$ cat src/rtl/mbox_pkg.sv
package mbox_pkg;
  localparam int unsigned MB_ADDR_W = 10;

  typedef enum logic [3:0] {
    RG_CTRL, RG_PEER_EN, RG_PEER_ST, RG_OWN_EN, RG_OWN_ST,
    RG_FULL, RG_CNT, RG_DATA, RG_NONE
  } reg_kind_e;

  typedef struct packed {
    reg_kind_e  kind;
    logic [3:0] idx;
  } dec_t;

  // Byte address to register kind and channel or word index.
  function automatic dec_t decode(input logic [MB_ADDR_W-1:0] addr);
    dec_t d;
    logic [7:0] w;
    w      = addr[9:2];
    d.kind = RG_NONE;
    d.idx  = w[3:0];
    if (w < 8'd4)              d.kind = RG_CTRL;
    else if (w == 8'd16)       d.kind = RG_PEER_EN;
    else if (w == 8'd20)       d.kind = RG_PEER_ST;
    else if (w == 8'd24)       d.kind = RG_OWN_EN;
    else if (w == 8'd28)       d.kind = RG_OWN_ST;
    else if (w[7:4] == 4'h4)   d.kind = RG_FULL;
    else if (w[7:4] == 4'h5)   d.kind = RG_CNT;
    else if (w[7:4] == 4'h6)   d.kind = RG_DATA;
    return d;
  endfunction
endpackage

$ cat src/rtl/mbox_fifo.sv
module mbox_fifo #(
  parameter int unsigned DATA_W = 32,
  parameter int unsigned DEPTH  = 4
) (
  input  logic                             clk,
  input  logic                             rst,
  input  logic                             push,
  input  logic [DATA_W-1:0]                push_data,
  input  logic                             pop,
  output logic [DATA_W-1:0]                head,
  output logic [$clog2(DEPTH+1)-1:0]       count,
  output logic                             full,
  output logic                             nonempty
);
  localparam int unsigned PTR_W = (DEPTH > 1) ? $clog2(DEPTH) : 1;
  localparam int unsigned CNT_W = $clog2(DEPTH+1);
  localparam logic [CNT_W-1:0] FULL_CNT = CNT_W'(DEPTH);
  localparam logic [PTR_W-1:0] LAST_PTR = PTR_W'(DEPTH-1);

  logic [DATA_W-1:0] mem [DEPTH];
  logic [PTR_W-1:0]  wr_ptr, rd_ptr;
  logic [CNT_W-1:0]  cnt_q;
  logic              pop_ok, push_ok;

  assign pop_ok   = pop && (cnt_q != '0);
  assign push_ok  = push && ((cnt_q != FULL_CNT) || pop_ok);
  assign head     = mem[rd_ptr];
  assign count    = cnt_q;
  assign full     = (cnt_q == FULL_CNT);
  assign nonempty = (cnt_q != '0);

  always_ff @(posedge clk) begin
    if (push_ok) mem[wr_ptr] <= push_data;
  end

  always_ff @(posedge clk) begin
    if (rst) begin
      wr_ptr <= '0;
      rd_ptr <= '0;
      cnt_q  <= '0;
    end else begin
      if (push_ok) wr_ptr <= (wr_ptr == LAST_PTR) ? '0 : wr_ptr + 1'b1;
      if (pop_ok)  rd_ptr <= (rd_ptr == LAST_PTR) ? '0 : rd_ptr + 1'b1;
      case ({push_ok, pop_ok})
        2'b10:   cnt_q <= cnt_q + 1'b1;
        2'b01:   cnt_q <= cnt_q - 1'b1;
        default: cnt_q <= cnt_q;
      endcase
    end
  end

  assert_no_overflow_R4: assert property (@(posedge clk) disable iff (rst)
    cnt_q <= FULL_CNT);
  assert_full_drop_R4: assert property (@(posedge clk) disable iff (rst)
    (push && !pop && cnt_q == FULL_CNT) |=> $stable(cnt_q));
  assert_empty_pop_R4: assert property (@(posedge clk) disable iff (rst)
    (pop && !push && cnt_q == '0) |=> (cnt_q == '0));
  assert_push_pop_R10: assert property (@(posedge clk) disable iff (rst)
    (push && pop && cnt_q != '0) |=> $stable(cnt_q));
endmodule

$ cat src/rtl/mbox_irq_bank.sv
module mbox_irq_bank #(
  parameter int unsigned NCH = 8
) (
  input  logic             clk,
  input  logic             rst,
  input  logic [NCH-1:0]   set_rx,
  input  logic [NCH-1:0]   set_tx,
  input  logic [NCH-1:0]   hold_rx,
  input  logic             en_we,
  input  logic [2*NCH-1:0] en_wdata,
  input  logic             clr_we,
  input  logic [2*NCH-1:0] clr_mask,
  output logic [2*NCH-1:0] status,
  output logic [2*NCH-1:0] enable,
  output logic             irq
);
  localparam int unsigned IRQ_W = 2*NCH;

  logic [IRQ_W-1:0] set_v, keep_v, clr_v;

  always_comb begin
    for (int i = 0; i < NCH; i++) begin
      set_v[2*i]    = set_rx[i];
      set_v[2*i+1]  = set_tx[i];
      keep_v[2*i]   = hold_rx[i];
      keep_v[2*i+1] = 1'b0;
    end
    clr_v = clr_we ? (clr_mask & ~keep_v) : '0;
  end

  always_ff @(posedge clk) begin
    if (rst) begin
      status <= '0;
      enable <= '0;
      irq    <= 1'b0;
    end else begin
      status <= (status & ~clr_v) | set_v;
      if (en_we) enable <= en_wdata;
      irq <= |(status & enable);
    end
  end

  for (genvar i = 0; i < NCH; i++) begin : g_chk
    assert_rx_hold_R6: assert property (@(posedge clk) disable iff (rst)
      $fell(status[2*i]) |-> !$past(hold_rx[i]));
    assert_tx_room_R7: assert property (@(posedge clk) disable iff (rst)
      set_tx[i] |=> status[2*i+1]);
  end
endmodule

$ cat src/rtl/ipc_mailbox.sv
module ipc_mailbox import mbox_pkg::*; #(
  parameter int unsigned NCH    = 8,
  parameter int unsigned DEPTH  = 4,
  parameter int unsigned DATA_W = 32
) (
  input  logic                 clk,
  input  logic                 rst,
  input  logic                 a_req,
  input  logic                 a_we,
  input  logic [MB_ADDR_W-1:0] a_addr,
  input  logic [DATA_W-1:0]    a_wdata,
  output logic [DATA_W-1:0]    a_rdata,
  output logic                 a_irq,
  input  logic                 b_req,
  input  logic                 b_we,
  input  logic [MB_ADDR_W-1:0] b_addr,
  input  logic [DATA_W-1:0]    b_wdata,
  output logic [DATA_W-1:0]    b_rdata,
  output logic                 b_irq
);
  localparam int unsigned IRQ_W = 2*NCH;
  localparam int unsigned CNT_W = $clog2(DEPTH+1);

  logic [1:0]        req_v, we_v;
  logic [DATA_W-1:0] wdata_v [2];
  logic [DATA_W-1:0] rdata_v [2];
  dec_t              dec     [2];

  assign req_v      = {b_req, a_req};
  assign we_v       = {b_we, a_we};
  assign wdata_v[0] = a_wdata;
  assign wdata_v[1] = b_wdata;
  assign dec[0]     = decode(a_addr);
  assign dec[1]     = decode(b_addr);
  assign a_rdata    = rdata_v[0];
  assign b_rdata    = rdata_v[1];

  // dir_q[n] = 1: side B sends on channel n, side A receives.
  logic [NCH-1:0] dir_q;
  logic [NCH-1:0] rx_side [2];
  assign rx_side[0] = dir_q;
  assign rx_side[1] = ~dir_q;

  always_ff @(posedge clk) begin
    if (rst) begin
      dir_q <= '0;
    end else begin
      for (int n = 0; n < NCH; n++) begin
        for (int s = 1; s >= 0; s--) begin
          if (req_v[s] && we_v[s] && dec[s].kind == RG_CTRL &&
              dec[s].idx == 4'(n/4) &&
              (wdata_v[s][8*(n%4)] != wdata_v[s][8*(n%4)+4]))
            dir_q[n] <= (s == 0) ? wdata_v[s][8*(n%4)] : wdata_v[s][8*(n%4)+4];
        end
      end
    end
  end

  // Channel FIFOs
  logic [NCH-1:0]    push_req, pop_req, full_v, nonempty_v;
  logic [DATA_W-1:0] push_data [NCH];
  logic [DATA_W-1:0] head_v    [NCH];
  logic [CNT_W-1:0]  cnt_v     [NCH];

  always_comb begin
    for (int n = 0; n < NCH; n++) begin
      push_req[n] = 1'b0;
      pop_req[n]  = 1'b0;
      for (int s = 0; s < 2; s++) begin
        if (req_v[s] && dec[s].kind == RG_DATA && dec[s].idx == 4'(n)) begin
          if (we_v[s]) push_req[n] = push_req[n] | ~rx_side[s][n];
          else         pop_req[n]  = pop_req[n]  |  rx_side[s][n];
        end
      end
    end
  end

  for (genvar n = 0; n < NCH; n++) begin : g_ch
    assign push_data[n] = dir_q[n] ? wdata_v[1] : wdata_v[0];

    mbox_fifo #(.DATA_W(DATA_W), .DEPTH(DEPTH)) u_fifo (
      .clk      (clk),
      .rst      (rst),
      .push     (push_req[n]),
      .push_data(push_data[n]),
      .pop      (pop_req[n]),
      .head     (head_v[n]),
      .count    (cnt_v[n]),
      .full     (full_v[n]),
      .nonempty (nonempty_v[n])
    );

    assert_wrong_side_R5: assert property (@(posedge clk) disable iff (rst)
      (req_v[0] && we_v[0] && dec[0].kind == RG_DATA && dec[0].idx == 4'(n) &&
       dir_q[n] && !req_v[1]) |=> $stable(cnt_v[n]));
  end

  // Per-side interrupt banks and read paths
  logic [IRQ_W-1:0] stat_v [2];
  logic [IRQ_W-1:0] en_v   [2];
  logic [1:0]       irq_v;

  assign a_irq = irq_v[0];
  assign b_irq = irq_v[1];

  for (genvar s = 0; s < 2; s++) begin : g_side
    localparam int OS = 1 - s;
    logic [DATA_W-1:0] rd_d, rd_q;

    mbox_irq_bank #(.NCH(NCH)) u_bank (
      .clk     (clk),
      .rst     (rst),
      .set_rx  (rx_side[s] & nonempty_v),
      .set_tx  (~rx_side[s] & ~full_v),
      .hold_rx (nonempty_v),
      .en_we   (req_v[s] && we_v[s] && dec[s].kind == RG_OWN_EN),
      .en_wdata(wdata_v[s][IRQ_W-1:0]),
      .clr_we  (req_v[s] && we_v[s] && dec[s].kind == RG_OWN_ST),
      .clr_mask(wdata_v[s][IRQ_W-1:0]),
      .status  (stat_v[s]),
      .enable  (en_v[s]),
      .irq     (irq_v[s])
    );

    always_comb begin
      rd_d = '0;
      if (req_v[s] && !we_v[s]) begin
        case (dec[s].kind)
          RG_CTRL: begin
            for (int n = 0; n < NCH; n++) begin
              if (dec[s].idx == 4'(n/4)) begin
                rd_d[8*(n%4)]   = rx_side[s][n];
                rd_d[8*(n%4)+4] = ~rx_side[s][n];
              end
            end
          end
          RG_PEER_EN: rd_d = DATA_W'(en_v[OS]);
          RG_PEER_ST: rd_d = DATA_W'(stat_v[OS]);
          RG_OWN_EN:  rd_d = DATA_W'(en_v[s]);
          RG_OWN_ST:  rd_d = DATA_W'(stat_v[s]);
          RG_FULL: begin
            for (int n = 0; n < NCH; n++)
              if (dec[s].idx == 4'(n)) rd_d[0] = full_v[n];
          end
          RG_CNT: begin
            for (int n = 0; n < NCH; n++)
              if (dec[s].idx == 4'(n)) rd_d = DATA_W'(cnt_v[n]);
          end
          RG_DATA: begin
            for (int n = 0; n < NCH; n++)
              if (dec[s].idx == 4'(n) && rx_side[s][n] && nonempty_v[n])
                rd_d = head_v[n];
          end
          default: rd_d = '0;
        endcase
      end
    end

    always_ff @(posedge clk) begin
      if (rst) rd_q <= '0;
      else     rd_q <= rd_d;
    end

    assign rdata_v[s] = rd_q;
  end
endmodule

$ cat config.mk
export PLATFORM = sky130hd
export DESIGN_NAME = ipc_mailbox
export DESIGN_NICKNAME = d
export VERILOG_FILES = /design/src/rtl/mbox_pkg.sv /design/src/rtl/mbox_fifo.sv /design/src/rtl/mbox_irq_bank.sv /design/src/rtl/ipc_mailbox.sv
export SDC_FILE = /design/constraint.sdc
export NUM_CORES = 2
export LEC_CHECK = 0
export ABC_CLOCK_PERIOD_IN_PS = 3600
export BUFFER_PORTS_ARGS = -buffer_cell sky130_fd_sc_hd__buf_4
export CAP_MARGIN = 30
export CORE_MARGIN = 5
export CORE_UTILIZATION = 35
export DETAILED_ROUTE_END_ITERATION = 10
export PLACE_DENSITY_LB_ADDON = 0.15
export SKIP_LAST_GASP = 1
export SLEW_MARGIN = 20
export SYNTH_ARGS = -nofsm -noshare
export SYNTH_HDL_FRONTEND = slang
export SYNTH_SLANG_ARGS = --single-unit
$ cat constraint.sdc
create_clock -name clk -period 3.6 [get_ports clk]
set_input_delay 0 -clock clk [delete_from_list [all_inputs] [get_ports clk]]
set_output_delay 0 -clock clk [all_outputs]
set_load 0.1 [all_outputs]
==> flow_metrics.env <==
export IMPL_run_status="finished clean"
export IMPL_drive_above_1_share_pct=30.3
export IMPL_grt_setup_unrepaired="no"
export IMPL_final_min_period_over_clock_period_pct=97.4
export IMPL_post_route_min_period_ps=3510
export IMPL_cts_path_max_buffers=3
export IMPL_drt_pass1_iterations=6
export IMPL_place_worst_setup_slack_ps=543
export IMPL_hold_path_class="in2reg"
export IMPL_finalNonFillerCells=5979
export IMPL_via_count=36300
export IMPL_syn2layout_area_growth_pct=19.3
export IMPL_place_gp_congestion=0.964
export IMPL_clkLatencyLatePin_ps=790
export IMPL_cts_tree="done"
export IMPL_setup_tns_final_ps=0
export IMPL_totalWireLength_um=216000
export IMPL_seqPwrFrac_pct=51.2
export IMPL_antenna_found_initial=16
export IMPL_synth_ff_latch_count=1234
export IMPL_yosys_area_top_type="sky130_fd_sc_hd__edfxtp_1"
export IMPL_post_layout_total_power_mw=30.1
export IMPL_detailedRoute_firstIterationViolations=4553
export IMPL_synth_async_sr_flop_share_pct=0
export IMPL_p_per_area_nw_per_um2=465
export IMPL_critical_path_startpoint_type="input port"
export IMPL_power_leakage_nw=20.3
export IMPL_detail_route_wl_per_cell_um=36.1
export IMPL_grt_start_max_net_pins=82
export IMPL_syn_instance_count=3467
export IMPL_post_dp_hpwl_um=140000
export IMPL_clockRootBuffer="sky130_fd_sc_hd__clkbuf_16"
export IMPL_route_detailed_vias_per_inst=6.08
export IMPL_power_share_switching_pct=21.8
export IMPL_max_cap_violations=0
export IMPL_core_region_area_um2=154000
export IMPL_die_area_um2=163000
export IMPL_setup_slack_ps=94.7
export IMPL_syn_area_um2=54300
export IMPL_commonest_non_fill_non_tap_cells_in_the_layout="sky130_fd_sc_hd__edfxtp_1 (1,024), sky130_fd_sc_hd__buf_4 (309), sky130_fd_sc_hd__mux4_2 (270)"
export IMPL_post_route_cell_area_um2=64800
export IMPL_comb_power_share_pct=3.0
export IMPL_synth_yosys_seq_area_share_pct=64.4
export IMPL_yosys_cell_types_count=86
export IMPL_critical_path_arrival_ps=4150
export IMPL_placement_io_buffers=151
export IMPL_remaining_drc_errors=0
export IMPL_grt_pass1_wl_um=293000
export IMPL_ant_nets=0
export IMPL_power_internal_mw=23.6
export IMPL_first_global_vias=35100
export IMPL_dp_cells=5614
export IMPL_power_frac_clock_pct=45.8
export IMPL_report_final_slew_viol_count=0
export IMPL_die_extent_in_x_um=404
export IMPL_synth_net_count=3613
export IMPL_cts_sinks=1234
export IMPL_clock_skew_final_ps=38.1
export IMPL_clock_h_tree_levels=4
export IMPL_synth_main_ff_cell="sky130_fd_sc_hd__edfxtp_1"
export IMPL_worstPathMaxFanout=10
export IMPL_report_final_hold_viol_count=0
export IMPL_io_pin_count=156
export IMPL_total_placed_instance_area_um2=59200
export IMPL_worstSetupEndpointType="flop"
export IMPL_syn_avg_cell_area_um2=15.7
export IMPL_post_cts_buffers=0
export IMPL_timing_fmax_ghz=0.285
export IMPL_tritoncts_num_buffers=136
export IMPL_cp_required_ps=4250
export IMPL_fill_count=14000
export IMPL_die_height_um=404
export IMPL_worst_ir_drop_vdd_uv=508
export IMPL_rows=144
export IMPL_gr_total_overflow=0
export IMPL_synth_top_area_share_pct=56.6
export IMPL_mostFrequentLayoutCell="sky130_fd_sc_hd__edfxtp_1"
export IMPL_timing_setup_critical_path_class="in2reg"
export IMPL_synthTopCellsByArea="sky130_fd_sc_hd__edfxtp_1 (57%), sky130_fd_sc_hd__mux4_2 (11%), sky130_fd_sc_hd__dfxtp_1 (7.7%)"
export IMPL_synth_enable_flop_cells=1024
export IMPL_worst_slew_pin_slew_ps=1100
export IMPL_grt_util_all_layers_pct=25.9
export IMPL_p_sw_mw=6.57
export IMPL_initial_utilization_pct=35.2
export IMPL_synth_warning_count=0
export IMPL_worst_setup_hold_path_clk_slew_ps=60
export IMPL_final_nets=3971
export IMPL_final_setup_vio_count=0
export IMPL_timing_slew_headroom_pct=26.6
-- worst paths after layout --
kind / cells after the start / startpoint / slack, ps / endpoint
worst max register to register: 8 / dir_q[0]$_SDFFE_PP0P_ / 190 / dir_q[0]$_SDFFE_PP0P_
worst min-delay path: 5 / b_addr[4] / 100 / b_rdata[2]$_SDFF_PP0_
worst max-delay path: 11 / b_addr[7] / 90 / dir_q[0]$_SDFFE_PP0P_
worst min register to register: 2 / g_ch[1].u_fifo.wr_ptr[1]$_SDFFE_PP0P_ / 510 / g_ch[1].u_fifo.wr_ptr[1]$_SDFFE_PP0P_
-- power by group through the flow --
stage / Sequential [mW] / Combinational, mW / Clock [mW]
floorplan: 15.7 / 0.397 / 0
global placement: 15.7 / 0.781 / 0
detailed placement: 15.8 / 0.782 / 0
CTS: 15.4 / 0.873 / 14.0
global route: 15.4 / 0.932 / 14.6
finish: 15.4 / 0.898 / 13.8
-- per-stage QoR --
stage	utilization, %	hold slack [ps]
final	42.0	103
after global routing	42.0	85.3
after CTS	42.0	13.9
after detailed placement	38.4	334
after global placement	38.4	351
after floorplan	-	163
-- cells in the mapped netlist (26+ instances only) --
cell	count
sky130_fd_sc_hd__inv_1	55
sky130_fd_sc_hd__a221oi_1	35
sky130_fd_sc_hd__dfxtp_1	210
sky130_fd_sc_hd__o21ai_0	68
sky130_fd_sc_hd__mux2i_1	82
sky130_fd_sc_hd__a22oi_1	143
sky130_fd_sc_hd__nand4_1	26
sky130_fd_sc_hd__clkbuf_1	156
sky130_fd_sc_hd__ha_1	48
sky130_fd_sc_hd__edfxtp_1	1024
sky130_fd_sc_hd__buf_2	67
sky130_fd_sc_hd__mux2_2	261
sky130_fd_sc_hd__mux4_2	270
sky130_fd_sc_hd__and2_1	39
sky130_fd_sc_hd__a21oi_1	160
sky130_fd_sc_hd__nand2_1	143
sky130_fd_sc_hd__nor2_1	215
sky130_fd_sc_hd__o22ai_1	56
sky130_fd_sc_hd__nand3_1	46
-- area by class of cell --
type	instances	area, µm²	share of cell area [%]
timing repair buffer	478	4540	7.01
sequential	1234	35000	54.0
tap	2044	2560	3.95
inverter	56	210	0.324
clock inverter	74	698	1.08
antenna	2	5.00	0.00772
multi-input combinational	1919	18200	28.0
clock buffer	172	3650	5.64
-- worst max-delay path: stages --
cell                            delay, ps
sky130_fd_sc_hd__dlygate4sd3_1        540
sky130_fd_sc_hd__buf_4                170
sky130_fd_sc_hd__nor4_1               810
sky130_fd_sc_hd__nand4_1              430
sky130_fd_sc_hd__o21ai_0              270
sky130_fd_sc_hd__a21oi_1               90
sky130_fd_sc_hd__dlygate4sd3_1        590
sky130_fd_sc_hd__nand2_1               60
sky130_fd_sc_hd__dlygate4sd3_1        540
sky130_fd_sc_hd__a21oi_1               60
sky130_fd_sc_hd__dlygate4sd3_1        590
-- per-layer routing --
metal | track usage, % | routed length [µm] | vias to the layer above
met5 | 0 | 242 | -
met4 | 10.3 | 9650 | 4
met3 | 6.04 | 20000 | 466
met2 | 40.4 | 97300 | 2149
met1 | 35.3 | 88600 | 19100
li1 | - | - | 14600
-- sequential cells by signal, summed over array words and instances, names as in the netlist, 16 cells and up, named ones only --
| signal | cells |
|---|---|
| a_rdata | 32 |
| b_rdata | 32 |
| g_ch.u_fifo.count | 24 |
| g_ch.u_fifo.mem | 1024 |
| g_ch.u_fifo.rd_ptr | 16 |
| g_ch.u_fifo.wr_ptr | 16 |
| g_side.u_bank.enable | 32 |
| g_side.u_bank.status | 32 |
-- logic make-up (layout without fill, tap and decap cells) --
group	count (synthesis)	in the layout	synth area share (%)
AOI/OAI and AO/OA	614	614	7.64
xor gates and xnor gates	16	16	0.258
adders and majority gates	56	56	1.40
buffers and inverters	314	780	2.42
DFF	1234	1234	64.4
muxes	613	613	18.1
other	0	2	0
and+or+nand+nor	620	620	5.81
-- timing repair --
action | CTS | global route
hold buffers | 115 | 0
hold endpoints to repair | 1171 | 0
setup endpoints to repair | 0 | 1
resized for setup | 0 | 1
Power figures use the tool's default switching activity.
